$ cat src/rtl/ctlmode_pkg.sv
// Package: shared mode encoding and pin indices for the control mode selector.
package ctlmode_pkg;

    localparam int MODE_W  = 3;
    localparam int PIN_CNT = 4;

    // Shared pin positions
    localparam int PIN_CLK = 0;
    localparam int PIN_DAT = 1;
    localparam int PIN_AUX = 2;
    localparam int PIN_LAT = 3;

    // One-hot control port mode
    typedef enum logic [MODE_W-1:0] {
        MODE_I2C  = 3'b001,
        MODE_SPI  = 3'b010,
        MODE_BOOT = 3'b100
    } ctl_mode_e;

endpackage

$ cat src/rtl/ctlmode_sync.sv
// Module: ctlmode_sync
// Multi-flop synchroniser for an asynchronous level input.
// Assumes the input is slow relative to clk. Resets to RESET_VAL so that an
// idle-high line does not produce a false edge at reset release.
module ctlmode_sync #(
    parameter int   STAGES    = 2,
    parameter logic RESET_VAL = 1'b1
) (
    input  logic clk,
    input  logic rst_n,
    input  logic d_i,
    output logic q_o
);
    logic [STAGES-1:0] chain_q;

    // Shift the raw level through the synchroniser chain
    always_ff @(posedge clk) begin
        if (!rst_n) chain_q <= {STAGES{RESET_VAL}};
        else        chain_q <= {chain_q[STAGES-2:0], d_i};
    end

    assign q_o = chain_q[STAGES-1];
endmodule

$ cat src/rtl/ctlmode_fall_cnt.sv
// Module: ctlmode_fall_cnt
// Counts falling edges of a synchronised level while enabled, saturating at
// TARGET. hit_o pulses in the cycle the TARGET-th edge is seen.
// Assumes lvl_i is already synchronous to clk and idles high.
module ctlmode_fall_cnt #(
    parameter int TARGET = 3
) (
    input  logic clk,
    input  logic rst_n,
    input  logic en_i,
    input  logic lvl_i,
    output logic hit_o
);
    localparam int CNT_W = $clog2(TARGET + 1);
    localparam logic [CNT_W-1:0] CNT_MAX  = CNT_W'(TARGET);
    localparam logic [CNT_W-1:0] CNT_LAST = CNT_W'(TARGET - 1);

    logic             prev_q;
    logic [CNT_W-1:0] cnt_q;
    logic             fall;

    assign fall = prev_q & ~lvl_i;

    // Remember previous level for edge detection
    always_ff @(posedge clk) begin
        if (!rst_n) prev_q <= 1'b1;
        else        prev_q <= lvl_i;
    end

    // Saturating falling-edge counter, gated by enable
    always_ff @(posedge clk) begin
        if (!rst_n)                             cnt_q <= '0;
        else if (en_i && fall && cnt_q != CNT_MAX) cnt_q <= cnt_q + 1'b1;
    end

    assign hit_o = en_i & fall & (cnt_q == CNT_LAST);
endmodule

$ cat src/rtl/ctlmode_ctrl.sv
// Module: ctlmode_ctrl
// Mode register. While reset is held, the register follows the strap, so it
// keeps the strap level of the last reset edge. After release, only the step
// from I2C to SPI is possible.
module ctlmode_ctrl
    import ctlmode_pkg::*;
(
    input  logic      clk,
    input  logic      rst_n,
    input  logic      strap_i,
    input  logic      spi_req_i,
    output ctl_mode_e mode_o,
    output logic      count_en_o
);
    ctl_mode_e mode_q;

    // Capture strap in reset; take the one-way step to SPI afterwards
    always_ff @(posedge clk) begin
        if (!rst_n)                             mode_q <= strap_i ? MODE_BOOT : MODE_I2C;
        else if (mode_q == MODE_I2C && spi_req_i) mode_q <= MODE_SPI;
    end

    assign mode_o     = mode_q;
    assign count_en_o = (mode_q == MODE_I2C);
endmodule

$ cat src/rtl/ctlmode_pinmux.sv
// Module: ctlmode_pinmux
// Maps the current mode onto output-enable and open-drain selects for the
// shared control pins. Purely combinational.
module ctlmode_pinmux
    import ctlmode_pkg::*;
(
    input  ctl_mode_e            mode_i,
    output logic [PIN_CNT-1:0]   oe_o,
    output logic [PIN_CNT-1:0]   od_o
);
    // Decode pin function per mode
    always_comb begin
        oe_o = '0;
        od_o = '0;
        unique case (mode_i)
            MODE_I2C: begin
                oe_o[PIN_DAT] = 1'b1;
                od_o[PIN_DAT] = 1'b1;
            end
            MODE_SPI: begin
                oe_o[PIN_AUX] = 1'b1;
            end
            MODE_BOOT: begin
                oe_o[PIN_CLK] = 1'b1;
                od_o[PIN_CLK] = 1'b1;
                oe_o[PIN_DAT] = 1'b1;
                od_o[PIN_DAT] = 1'b1;
            end
            default: begin
                oe_o = '0;
                od_o = '0;
            end
        endcase
    end
endmodule

$ cat src/rtl/ctlmode_sel.sv
// Module: ctlmode_sel (top)
// Control port mode selector. It samples the self-boot strap during reset,
// defaults to I2C and moves to SPI after SPI_PULSES latch falling edges.
// It drives a one-hot mode and pin selects.
// Assumes latch_n_i idles high during reset.
module ctlmode_sel
    import ctlmode_pkg::*;
#(
    parameter int SYNC_STAGES = 2,
    parameter int SPI_PULSES  = 3
) (
    input  logic               clk,
    input  logic               rst_n,
    input  logic               selfboot_i,
    input  logic               latch_n_i,
    output logic [MODE_W-1:0]  mode_o,
    output logic [PIN_CNT-1:0] pin_oe_o,
    output logic [PIN_CNT-1:0] pin_od_o
);
    logic      latch_sync;
    logic      spi_hit;
    logic      cnt_en;
    ctl_mode_e mode;

    ctlmode_sync #(.STAGES(SYNC_STAGES), .RESET_VAL(1'b1)) u_sync (
        .clk   (clk),
        .rst_n (rst_n),
        .d_i   (latch_n_i),
        .q_o   (latch_sync)
    );

    ctlmode_fall_cnt #(.TARGET(SPI_PULSES)) u_cnt (
        .clk   (clk),
        .rst_n (rst_n),
        .en_i  (cnt_en),
        .lvl_i (latch_sync),
        .hit_o (spi_hit)
    );

    ctlmode_ctrl u_ctrl (
        .clk        (clk),
        .rst_n      (rst_n),
        .strap_i    (selfboot_i),
        .spi_req_i  (spi_hit),
        .mode_o     (mode),
        .count_en_o (cnt_en)
    );

    ctlmode_pinmux u_pinmux (
        .mode_i (mode),
        .oe_o   (pin_oe_o),
        .od_o   (pin_od_o)
    );

    assign mode_o = mode;
endmodule

$ cat config.mk
export PLATFORM = sky130hd
export DESIGN_NAME = ctlmode_sel
export DESIGN_NICKNAME = d
export VERILOG_FILES = /design/src/rtl/ctlmode_pkg.sv /design/src/rtl/ctlmode_sync.sv /design/src/rtl/ctlmode_fall_cnt.sv /design/src/rtl/ctlmode_ctrl.sv /design/src/rtl/ctlmode_pinmux.sv /design/src/rtl/ctlmode_sel.sv
export SDC_FILE = /design/constraint.sdc
export NUM_CORES = 1
export LEC_CHECK = 0
export CAP_MARGIN = 20
export CORE_AREA = 2 2 39 41
export DETAILED_ROUTE_END_ITERATION = 8
export DIE_AREA = 0 0 41 43
export GPL_ROUTABILITY_DRIVEN = 0
export PLACE_DENSITY = 0.56
export REMOVE_ABC_BUFFERS = 1
export SYNTH_ARGS = -nofsm -noshare
export SYNTH_HDL_FRONTEND = slang
export SYNTH_SLANG_ARGS = --single-unit
$ cat constraint.sdc
create_clock -name clk -period 1.5 [get_ports clk]
set_input_delay 0.15 -clock clk [delete_from_list [all_inputs] [get_ports clk]]
set_output_delay 0.15 -clock clk [all_outputs]
set_load 0.1 [all_outputs]
* Yosys cells after proc, flatten, opt, wreduce, memory -nomap -nowiden *
Cells that the tools add are included.

storage, ports and cells
  flip-flop bits (word level) = 8
  latch bits = 0
  memory bits (writable) = 0
  bits in read-only memories = 0
  input bits = 4
  word-level logic and storage cells = 25
  memories kept = 0

operators by class
  $add $sub $neg = 1
  multiply operators = 0
  divide/modulo/power cells = 0
  $lt $le $gt $ge = 0
  eq/ne operators = 6
  shifts and indexed selects = 0
  mux-type cells = 6
  bitwise operators = 4
  reduce and logical (&&, ||, !) cells = 4

operators with widths
  cell                                                             number
  3-bit 2-to-1 mux                                                 3
  1-bit bitwise AND                                                3
  3-bit by 1-bit == test with 1-bit output, second input constant  1
  3-bit by 2-bit == test with 1-bit output, second input constant  1
  3-bit == test, second input constant                             1
  1-bit logical AND                                                3
  1-bit 2-to-1 mux                                                 3
  2-bit by 1-bit adder with 2-bit output, second input constant    1
  2-bit == test, second input constant                             1
  2-bit by 1-bit != test with 1-bit output, second input constant  1
  2-bit != test, second input constant                             1
  2-bit OR reduction                                               1
  1-bit inverter                                                   1

* Logic depth before layout (Yosys ltp) *
Gate-level depths: netlist (run 1).

  depth after elaboration = 7
  depth in mapped cells = 4

* Hierarchy *
From an unflattened synthesis (run 1), not the netlist that was laid out.

unflattened totals
  cell total of the unflattened synthesis = 36
  area, all modules = 405.4 µm²

by module, submodules not included
  module            times used  cells an instance  area an instance (µm²)
  ctlmode_fall_cnt  1           15                 161.4
  ctlmode_ctrl      1           7                  122.6
  ctlmode_pinmux    1           10                 68.8
  ctlmode_sync      1           4                  52.6

* Worst setup path after synthesis (run 1) *
No wires, ideal clock.

  kind = reg-to-output
  start = register u_ctrl.mode_q[2], in the netlist u_ctrl.mode_o[2]
  end = output pin_oe_o[0]
  arrival time = 3.979 ns
  path slack = -2.629 ns
  cell stages (with the launch flop) = 3
  cells stage by stage = edfxtp_1 > nor3b_1 > buf_4

between the ends
  word-level cells in the longest chain between the ends = 2

ends and longest elaborated chain
  element                 RTL line            RTL
  start, declared         ctlmode_ctrl.sv:15  ctl_mode_e mode_q;
  start signal, assigned  ctlmode_ctrl.sv:19  if (!rst_n) mode_q <= strap_i ? MODE_BOOT : MODE_I2C;
  3-bit == test           n/a
  1-bit 2-to-1 mux        n/a
  end, declared           ctlmode_sel.sv:17   output logic [PIN_CNT-1:0] pin_oe_o,

Every way passes these cells.

* Worst setup path after layout (run 1) *
  start = register u_ctrl.mode_q[0], in the netlist u_ctrl.mode_o[0]
  end = output pin_oe_o[2]

between the ends
  word-level cells in the longest chain between the ends = 2

ends and longest elaborated chain
  element                                   RTL line              RTL
  3-bit by 2-bit == test with 1-bit output  ctlmode_pinmux.sv:15  unique case (mode_i)
  1-bit 2-to-1 mux                          ctlmode_pinmux.sv:15

Every way passes these cells.

==> metrics.md, run 1 <==
| Metric | Value |
|---|---|
| Status | completed |
| Clock Skews | 0.00346 ns |
| Cell Pwr Density | 967 nW/um^2 |
| Final Util | about half |
| Synth cell types | 17 |
| Worst path top cell family by delay | flip-flops |
| Placement Setup Slack | about 0.11 ns |
| Max Freq | just under 700 MHz |
| Initial antenna violation count | 0 |
| Antenna cells | 0 |
| HPWL Detailed | 481 um |
| Avg Inst Size Synth | 10.6 sq um |
| Fillers | 122 |
| Total GRT Usage | 11.0% |
| Worst IR drop on VDD | 0.602 mV |
| Most common cell after layout, fill and taps aside | buf_4 |
| Cell taking the most area after synthesis | dfxtp_1 |
| Clock slew at reported path FFs | 0.06 ns |
| CP Class | flop to output port |
| Leakage Power | 0.294 nW |
| Port buffer count | 11 |
| Kind of end point of the critical path | output port |
| CP max-delay cell | edfxtp_1 |
| Top cells by area, synth | dfxtp_1, edfxtp_1, buf_4, ha_1, nand2b_1 |
| Antenna Nets Post-Route | 0 |
| Final WL | 725 um |
| Vias in the first global route | just under 300 |
| Synth warnings | 0 |
| Root buffer cell | clkbuf_4 |
| CTS buffer count | 3 |
| Htree depth | 1 |
| Cells after Synth | 38 |
| Max incr delay on CP | approximately 0.45 ns |
| MaxCap Viol Count | 0 |
| Sw Share | 37.6% |
| DRC viols | 0 |
| CP Data Required Time | 1.35 ns |
| Crit-path cells | buf_4 -> nor3b_2 -> buf_12 |
| Via density | approximately 3.8 |
| Mapped cell area | between 400 and 500 sq um |
| CP Max Fanout | 4 |
| # IOs | 15 |
| Post-route minimum period | roughly 1.5 ns |
| Total negative slack | 0 ns |
| Horiz. Die Dim | around 41 um |
| Combinational power share | a little under two fifths |
| Final #Nets | 68 |
| Vias | between 200 and 300 |
| Min-delay worst type | flop to flop |
| Initial Util | a little under 30% |
| Core area | between 1000 and 1500 sq um |
| Gr ovfl total | 0 |
| WP buf/inv | 2 |
| Worst EP arrival | 1.31 ns |
| Total power | slightly below 0.7 mW |
| CTS tree | yes |
| Crit path launch type | flop |
| Initial DRC count | 3 |
| Chip Height | 43 um |
| Final Max Tran Viols | 0 |
| Synth Register Bits | 8 |
| Int Pwr | 0.430 mW |
| DRT Pass-1 Iters | 3 |
| Worst skew pair latency | ~0.26 ns |
| Full die area | 1760 sq um |
| Commonest non-fill, non-tap cells in the layout | buf_4, buf_12, dfxtp_1 |
| CTS sink count | 8 |
| Final Cycle Share | 97.6% |
| Hold WS | between 0.4 and 0.5 ns |
| Clock power share | between 20% and 30% |
| First-pass GRT wire length | ~1300 um |
| RSZ-0062 raised after global routing | true |
| Row count | 14 |
| Layout cells sized above 1 | between 40 and 50% |
| Setup WS post-layout | approximately 0.037 ns |
| Final-report setup violation count | 0 |
| Register area share after synthesis | 47.2% |
| Largest net degree at the start of global routing | 8 |
| Clock Path Buffers | 2 |
| Layout overhead on the synthesized area | 76.7% |
| Routed wire per std cell | ~9.4 um |
| Flop pwr share | between 30% and 40% |
| Switching pwr | approximately 0.26 mW |
| Final Hold Vio Count | 0 |
| Top-area cell type share of the netlist area | between 20% and 30% |
[sequential cells by signal, indices dropped and copies added (netlist names)]
name,flops
u_cnt.cnt_q,2
u_cnt.prev_q,1
u_sync.chain_q,2
u_ctrl.mode_o,3
[path summary, 6_finish.rpt]
kind / cells past startpoint / endpoint / slack, ns / startpoint
hold / removal: 1 / u_sync.chain_q[1]$_SDFF_PN1_ / 0.44 / u_sync.chain_q[0]$_SDFF_PN1_
setup / recovery: 3 / pin_oe_o[2] / 0.04 / u_ctrl.mode_o[0]$_SDFFCE_PP0P_
setup reg to reg: 4 / u_cnt.cnt_q[0]$_SDFFE_PN0P_ / 0.12 / u_ctrl.mode_o[2]$_SDFFCE_PP0P_
hold reg to reg: 1 / u_sync.chain_q[1]$_SDFF_PN1_ / 0.44 / u_sync.chain_q[0]$_SDFF_PN1_
[layer usage]
layer | vias up | GRT usage [%] | wire [um]
met5 | - | 0 | 0
met4 | 0 | 10.0 | 17
met3 | 2 | 0 | 31
met2 | 12 | 15.9 | 355
met1 | 121 | 14.1 | 322
li1 | 160 | - | -
[per-stage QoR]
step	cell area [sq um]	std cells
floorplan	369	34
global placement	609	65
detailed placement	609	65
CTS	693	75
global route	712	77
finish	712	77
[cell families after synthesis]
group           after synthesis  synth area share [%]
fa+ha+maj                     2                  6.21
mux                           2                  4.97
compound gates                1                  1.24
xor+xnor                      1                  2.17
flops                         8                  47.2
other cells                   1                 0.931
buf+inv                       7                  11.2
simple gates                 16                  26.1
[power groups by stage]
stage               combinational [mW]  sequential [mW]  clock (mW)
floorplan                        0.114            0.285           0
CTS                              0.257            0.242       0.195
finish                           0.261            0.242       0.185
global route                     0.273            0.243       0.198
global placement                 0.236            0.249           0
detailed placement               0.236            0.249           0
[cell type report]
type | count | area, sq um | area share (%)
sequential | 8 | 190 | 26.7
clock buffer | 4 | 26.3 | 3.69
inverter | 1 | 3.75 | 0.527
timing repair buffer | 23 | 284 | 39.9
tap | 16 | 20.0 | 2.81
multi-input combinational | 25 | 188 | 26.4
[synth_stat cells (all sizes together)]
cell	count
o21ai	1
mux2i	2
nor2b	1
nor2	3
nand3b	1
nand2	4
nor4	1
inv	1
clkbuf	1
nor3b	2
buf	5
nand2b	4
edfxtp	3
dfxtp	5
ha	2
xnor2	1
conb	1
[worst reg2reg max path, cell delays in order (launching register included)]
cell	delay, ns
edfxtp_1	0.46
buf_4	0.18
buf_4	0.13
nor4_4	0.33
mux2i_1	0.21
[timing repair]
action / CTS / global route
gates cloned: 0 / 0
buffers inserted: 6 / 2
endpoints found under the setup margin: 5 / 8
pin swaps: 2 / 2
hold buffers: 0 / 0
gates resized for setup: 3 / 2
Note: power is estimated with default switching activity, not from simulation.
==> inputs of run 2 (changes only) <==
--- a/config.mk
+++ b/config.mk
@@ -5,12 +5,15 @@
 export SDC_FILE = /design/constraint.sdc
 export NUM_CORES = 1
 export LEC_CHECK = 0
+export ABC_AREA = 1
 export CAP_MARGIN = 20
 export CORE_AREA = 2 2 39 41
+export CTS_CLUSTER_DIAMETER = 120
 export DETAILED_ROUTE_END_ITERATION = 8
 export DIE_AREA = 0 0 41 43
 export GPL_ROUTABILITY_DRIVEN = 0
-export PLACE_DENSITY = 0.56
+export GPL_TIMING_DRIVEN = 0
+export PLACE_DENSITY = 0.58
 export REMOVE_ABC_BUFFERS = 1
 export SYNTH_ARGS = -nofsm -noshare
 export SYNTH_HDL_FRONTEND = slang
==> run 2 against run 1 <==
Clock power is 8% lower. Clock skew is 0.0016 ns higher. Flip-flop and latch count stayed put.
==> metrics.md, run 2 <==
| Metric | Value |
|---|---|
| Status | completed |
| Initial DRC count | 3 (unchanged) |
| CTS Hold Bufs | 0 (unchanged) |
| Worst EP arrival | 1.31 ns (about the same) |
| Port buffer count | 11 (unchanged) |
| Synth Register Bits | 8 (unchanged) |
| Ys async rst share | 0% (unchanged) |
| Antenna cells | 0 (unchanged) |
| Gr ovfl total | 0 (unchanged) |
| Clock slew at reported path FFs | 0.05 ns (about the same) |
| CTS tree | yes |
| Row count | 14 (unchanged) |
| CP Data Required Time | 1.35 ns (about the same) |
| Worst Tran Pin Value | roughly 0.55 ns |
| Slew HR | 63.7% |
| Area of the multi-input gates | 160 sq um (-15%) |
| Cells after Synth | 52 (+37%) |
| CP Max Fanout | 6 (+2) |
| Max Freq | 683 MHz (about the same) |
| Mapped cell area | 418 sq um (+3.7%) |
| Layout overhead on the synthesized area | 32.9% |
| Kind of end point of the critical path | output port |
| Worst IR drop on VDD | 0.445 mV (-26%) |
| Xor/xnor share of the synthesized area | 0% (-2.2 points) |
| Final #Nets | 70 (+2.9%) |
| WP buf/inv | 1 (-1) |
| Clock Path Buffers | 2 (unchanged) |
| Leakage Power | 0.272 nW (-7.3%) |
| Post-route minimum period | 1.46 ns (-0.000215 ns) |
| DRC viols | 0 (unchanged) |
| Horiz. Die Dim | 41 um (unchanged) |
| Final WL | 583 um (-20%) |
| Worst skew pair latency | 0.25 ns (about the same) |
| Final-report setup violation count | 0 (unchanged) |
| Cell taking the most area after synthesis | dfxtp_1 |
| HPWL Detailed | 474 um (-1.5%) |
| Antenna Nets Post-Route | 0 (unchanged) |
| Total negative slack | 0 ns (unchanged) |
| Final Cycle Share | 97.5% (about the same) |
| Clock Skews | 0.00509 ns (+0.00163 ns) |
| Initial Util | 30.2% (+1.1 points) |
| Crit-path cells | clkdlybuf4s15_2 |
| Most used flip-flop cell after synthesis | dfxtp_1 |
| Cell Pwr Density | 1090 nW/um^2 (+13%) |
| CP Class | flop to output port |
| Routed wire per std cell | 7.38 um (-22%) |
| Total GRT Usage | 8.42% (-2.6 points) |
| Synth warnings | 0 (unchanged) |
| Via density | 4.08 (+6.4%) |
| DRT Pass-1 Iters | 2 (-1) |
| Htree depth | 1 (unchanged) |
| RSZ-0062 raised after global routing | true |
| Synth top cells by count | inv_1, nand2_1, nor2_1 |
| Post-synthesis adder-cell area fraction | 5.99% (-0.22 points) |
| MaxCap Viol Count | 0 (unchanged) |
| Register area share after synthesis | 45.5% (-1.7 points) |
| Post-synthesis compound-gate area fraction | 1.50% (+0.25 points) |
| Initial antenna violation count | 0 (unchanged) |
| Vias in the first global route | 250 (-16%) |
| Root buffer cell | clkbuf_4 |
| Min-delay worst type | flop to flop |
| Vias | 322 (+9.2%) |
| Max FFs per register | 3 (unchanged) |
| Commonest non-fill, non-tap cells in the layout | inv_1, nand2_1, nor2_1, dfxtp_1 |
| Total power | 0.607 mW (-12%) |
| Max incr delay on CP | 0.59 ns (+0.14 ns) |
| Avg Inst Size Synth | 8.04 sq um (-24%) |
| Top cells by area, synth | dfxtp_1, edfxtp_1, inv_1, buf_4, nand2_1 |
| # IOs | 15 (unchanged) |
| Fillers | 151 (+24%) |
| Number of setup buffers added after CTS | 0 (-6) |
| CP max-delay cell | clkdlybuf4s15_2 |
| Core area | 1380 sq um (unchanged) |
| Layout cells sized above 1 | 25.4% (-21 points) |
| First-pass GRT wire length | 945 um (-25%) |
| Main combinational cell family by area after synthesis | simple AND/OR/NAND/NOR gates |
| Worst path top cell family by delay | buffers and inverters |
| EDFF count, synth | 3 (unchanged) |
| Final Hold Vio Count | 0 (unchanged) |
| Storage cell area | 190 sq um (unchanged) |
| CTS sink count | 8 (unchanged) |
| Full die area | 1760 sq um (unchanged) |
| Post-Synth Simple-Gate Area | 26.0% (-0.039 points) |
| Resized Gates After CTS | 41 (+38) |
| Largest net degree at the start of global routing | 10 (+2) |
| Mux cell area share after synthesis | 0% (-5.0 points) |
| CTS buffer count | 3 (unchanged) |
| Top-area cell type share of the netlist area | 24.0% (-0.89 points) |
| Crit path launch type | flop |
| Most common cell after layout, fill and taps aside | inv_1 |
| Synth cell types | 16 (-1) |
| Chip Height | 43 um (unchanged) |
| Final Max Tran Viols | 0 (unchanged) |
| Count leader, synth | inv_1 |
## run 2: cell count changes after synthesis, sizes merged, moves of 2 or more
cell    delta
nor2       +5
nand4      +3
inv       +10
nand2b     -4
mux2i      -2
nor3b      -2
nand2      +6
## run 2: report_power, final
group	switching [mW]	internal (mW)
combinational	0.153	0.0379
clock	0.0690	0.101
sequential	0.00958	0.236
total	0.232	0.375
## run 2: cells by family (layout without fill, tap and decap cells)
| group | after synthesis | in the layout |
|---|---|---|
| AND/OR/NAND/NOR | 23 | 23 |
| buffers and inverters | 17 | 26 |
| AO/OA/AOI/OAI | 1 | 1 |
| adder cells (fa/ha/maj) | 2 | 2 |
| other | 1 | 3 |
| flip-flops | 8 | 8 |
## run 2: metrics by stage
stage / std cells / instance area [sq um] / setup WS [ns] / utilization, % / hold WS [ns]
final: 79 / 556 / 0.0368 / 40.1 / 0.408
after global routing: 79 / 556 / -0.0455 / 40.1 / 0.451
after CTS: 79 / 534 / -0.0816 / 38.6 / 0.411
after detailed placement: 75 / 513 / -0.582 / 37.1 / 0.394
after global placement: 75 / 513 / -0.569 / 37.1 / 0.397
after floorplan: 48 / 383 / -2.74 / - / 0.219
## run 2: metal layers
metal	vias up	GRT usage, %	wire length [um]
met5	-	0	0
met4	0	10.0	17
met3	2	1.57	57
met2	15	11.3	279
met1	134	9.63	228
li1	171	-	-
## run 2: final timing paths
kind | start | to | slack (ns) | cells after the start
max | u_ctrl.mode_o[0]$_SDFFCE_PP0P_ | mode_o[0] | 0.04 | 1
min | u_sync.chain_q[0]$_SDFF_PN1_ | u_sync.chain_q[1]$_SDFF_PN1_ | 0.41 | 2
min reg2reg | u_sync.chain_q[0]$_SDFF_PN1_ | u_sync.chain_q[1]$_SDFF_PN1_ | 0.41 | 2
max reg2reg | u_ctrl.mode_o[1]$_SDFFCE_PP1P_ | u_ctrl.mode_o[1]$_SDFFCE_PP1P_ | 0.27 | 5
## run 2: cell type report
class,instances,area share (%)
clock buffers,4,4.73
flip-flops and latches,8,34.2
inverters,11,7.43
well taps,16,3.60
multi-input cells,29,28.8
repair buffers,11,21.2
==> inputs of run 3 (changes only) <==
--- a/config.mk
+++ b/config.mk
@@ -18,3 +18,4 @@
 export SYNTH_ARGS = -nofsm -noshare
 export SYNTH_HDL_FRONTEND = slang
 export SYNTH_SLANG_ARGS = --single-unit
+export TNS_END_PERCENT = 1
==> run 3 against run 2 <==
Hold slack is the same. Die area is the same. Worst setup slack gained 0.0063 ns. Critical path depth grew 3. Count of clock-buffer cells in the layout is the same. Fmax grew 0.43%. Register-to-register slack is essentially flat. Combinational power is essentially flat. First-iteration DRC count is the same. Cell count is the same. Sequential power is essentially flat. Critical path type unchanged. Critical endpoint is now pin_od_o[1]. Largest cell class unchanged. Largest power group unchanged.
==> metrics.md, run 3 (synthesis gave the netlist of run 2 again) <==
| Metric | Value |
|---|---|
| MaxCap Viol Count | 0 (unchanged) |
| Total negative slack | 0 ns (unchanged) |
| Cell Pwr Density | 1110 nW/um^2 (+2.0%) |
| Hold WS | 0.408 ns (unchanged) |
| R2R cell count | 5 (unchanged) |
| Global Route met3 Usage | 1.57% (unchanged) |
| Hold path depth | 2 (unchanged) |
| First-pass GRT wire length | 945 um (unchanged) |
| Max FFs per register | 3 (unchanged) |
| Crit path depth | 4 (+3) |
| Commonest non-fill, non-tap cells in the layout | inv_1, nand2_1, nor2_1, dfxtp_1, buf_6 |
| Storage cell area | 190 sq um (unchanged) |
| Min-delay worst type | flop to flop |
| CP Max Fanout | 3 (-3) |
| CTS sink count | 8 (unchanged) |
| Antenna cells | 0 (unchanged) |
| CTS Hold Bufs | 0 (unchanged) |
| Post-route minimum period | 1.46 ns (-0.00631 ns) |
| Final WL | 584 um (+0.17%) |
| Leakage Power | 0.269 nW (-1.0%) |
| Worst skew pair latency | 0.25 ns (about the same) |
| CP Class | flop to output port |
| Max incr delay on CP | 0.41 ns (-0.18 ns) |
| Chip Height | 43 um (unchanged) |
| Initial Util | 30.2% (unchanged) |
| Fillers | 151 (unchanged) |
| Total GRT Usage | 8.42% (unchanged) |
| Worst Hold Launch | u_sync.chain_q[0]$_SDFF_PN1_ |
| Final Max Tran Viols | 0 (unchanged) |
| Crit-path cells | inv_1 -> nand2_2 -> o22ai_2 -> buf_6 |
| Final Util | 39.2% (-0.99 points) |
| Slew HR | 63.7% (about the same) |
| CP max-delay cell | edfxtp_1 |
| Root buffer cell | clkbuf_4 |
| Final Hold Vio Count | 0 (unchanged) |
| R2r startpoint | u_ctrl.mode_o[1]$_SDFFCE_PP1P_ |
| Row count | 14 (unchanged) |
| Largest net degree at the start of global routing | 10 (unchanged) |
| Final #Nets | 70 (unchanged) |
| Total power | 0.604 mW (-0.56%) |
| Flop-to-flop setup slack | 0.27 ns (about the same) |
| Gr ovfl total | 0 (unchanged) |
| Clock Path Buffers | 2 (unchanged) |
| # IOs | 15 (unchanged) |
| Critical R2R Capture | u_ctrl.mode_o[1]$_SDFFCE_PP1P_ |
| Antenna Nets Post-Route | 0 (unchanged) |
| WP buf/inv | 2 (+1) |
| Final-report setup violation count | 0 (unchanged) |
| RSZ-0062 raised after global routing | true |
| HPWL Detailed | 474 um (unchanged) |
| DRT Pass-1 Iters | 2 (unchanged) |
| Worst EP arrival | 1.31 ns (about the same) |
| Crit path launch type | flop |
| Core area | 1380 sq um (unchanged) |
| Worst IR drop on VDD | 0.443 mV (-0.34%) |
| Routed wire per std cell | 7.39 um (+0.17%) |
| Initial antenna violation count | 0 (unchanged) |
| Layer with the highest usage | met2 |
| Kind of end point of the critical path | output port |
| Clock slew at reported path FFs | 0.05 ns (about the same) |
| DRC viols | 0 (unchanged) |
| Met1 Use GR | 9.63% (unchanged) |
| Hold endpoint | u_sync.chain_q[1]$_SDFF_PN1_ |
| Max Freq | 686 MHz (+0.43%) |
| CTS tree | yes |
| Htree depth | 1 (unchanged) |
| Final Cycle Share | 97.1% (-0.42 points) |
| Layout overhead on the synthesized area | 29.6% |
| Area of the multi-input gates | 160 sq um (unchanged) |
| Grt met2 use | 11.3% (unchanged) |
| Via density | 4.09 (+0.31%) |
| Vias | 323 (+0.31%) |
| Port buffer count | 11 (unchanged) |
| Initial DRC count | 3 (unchanged) |
| Most common cell after layout, fill and taps aside | inv_1 |
| Status | completed |
| Worst Tran Pin Value | 0.547 ns (+0.000172 ns) |
| Vias in the first global route | 250 (unchanged) |
| Layout cells sized above 1 | 25.4% (unchanged) |
| Horiz. Die Dim | 41 um (unchanged) |
| CTS buffer count | 3 (unchanged) |
| CP Data Required Time | 1.35 ns (about the same) |
| Full die area | 1760 sq um (unchanged) |
| Worst path top cell family by delay | flip-flops |
| Clock Skews | 0.00509 ns (unchanged) |
## run 3: changes by cell type in the layout (fill, tap and decap cells not counted)
cell,previous run,this run
buf_6,2,4
clkdlybuf4s15_2,2,1
buf_8,2,0
buf_2,1,2
## run 3: power by group
part | internal (mW) | switching, mW
Combinational | 0.0350 | 0.153
Clock | 0.101 | 0.0690
Sequential | 0.236 | 0.00946
Total | 0.372 | 0.232
## run 3: repair_timing
item,4_1_cts,5_1_grt
buffers inserted,0,0
setup endpoints to repair,8,5
resized for setup,37,16
pin swaps,0,0
## run 3: worst reg2reg max path, cell delays in order (launching register included)
cell	delay [ns]
edfxtp_1	0.41
inv_1	0.12
nand2_2	0.07
nor2_2	0.12
nand3_1	0.08
nand2_1	0.12
## run 3: layout make-up
class / count / area share [%]
flip-flops and latches: 8 / 35.1
multi-input cells: 29 / 29.6
repair buffers: 11 / 19.2
inverters: 11 / 7.62
clock buffers: 4 / 4.85
well taps: 16 / 3.70
## run 3: routing by layer
| layer | routed length, um | vias to the layer above | share of wire, % |
|---|---|---|---|
| met4 | 17 | 0 | 2.9 |
| met3 | 61 | 2 | 10 |
| met5 | 0 | - | 0 |
| met2 | 282 | 15 | 48 |
| li1 | - | 171 | - |
| met1 | 222 | 135 | 38 |
## run 3: worst max path at each step
stage	start	to
6_report	u_ctrl.mode_o[1]$_SDFFCE_PP1P_	pin_od_o[1]
5_1_grt	u_ctrl.mode_o[1]$_SDFFCE_PP1P_	pin_od_o[1]
4_1_cts	u_ctrl.mode_o[1]$_SDFFCE_PP1P_	pin_oe_o[1]
3_5_place_dp	u_ctrl.mode_o[1]$_SDFFCE_PP1P_	pin_oe_o[1]
3_3_place_gp	u_ctrl.mode_o[1]$_SDFFCE_PP1P_	pin_oe_o[1]
2_1_floorplan	u_ctrl.mode_o[2]$_SDFFCE_PP0P_	pin_od_o[1]
## run 3: stage by stage
stage | instances | setup WS (ns) | cell area (sq um)
detailed placement | 75 | -0.582 | 513
global route | 79 | -0.0452 | 542
floorplan | 48 | -2.74 | 383
finish | 79 | 0.0431 | 542
CTS | 79 | -0.146 | 523
global placement | 75 | -0.569 | 513
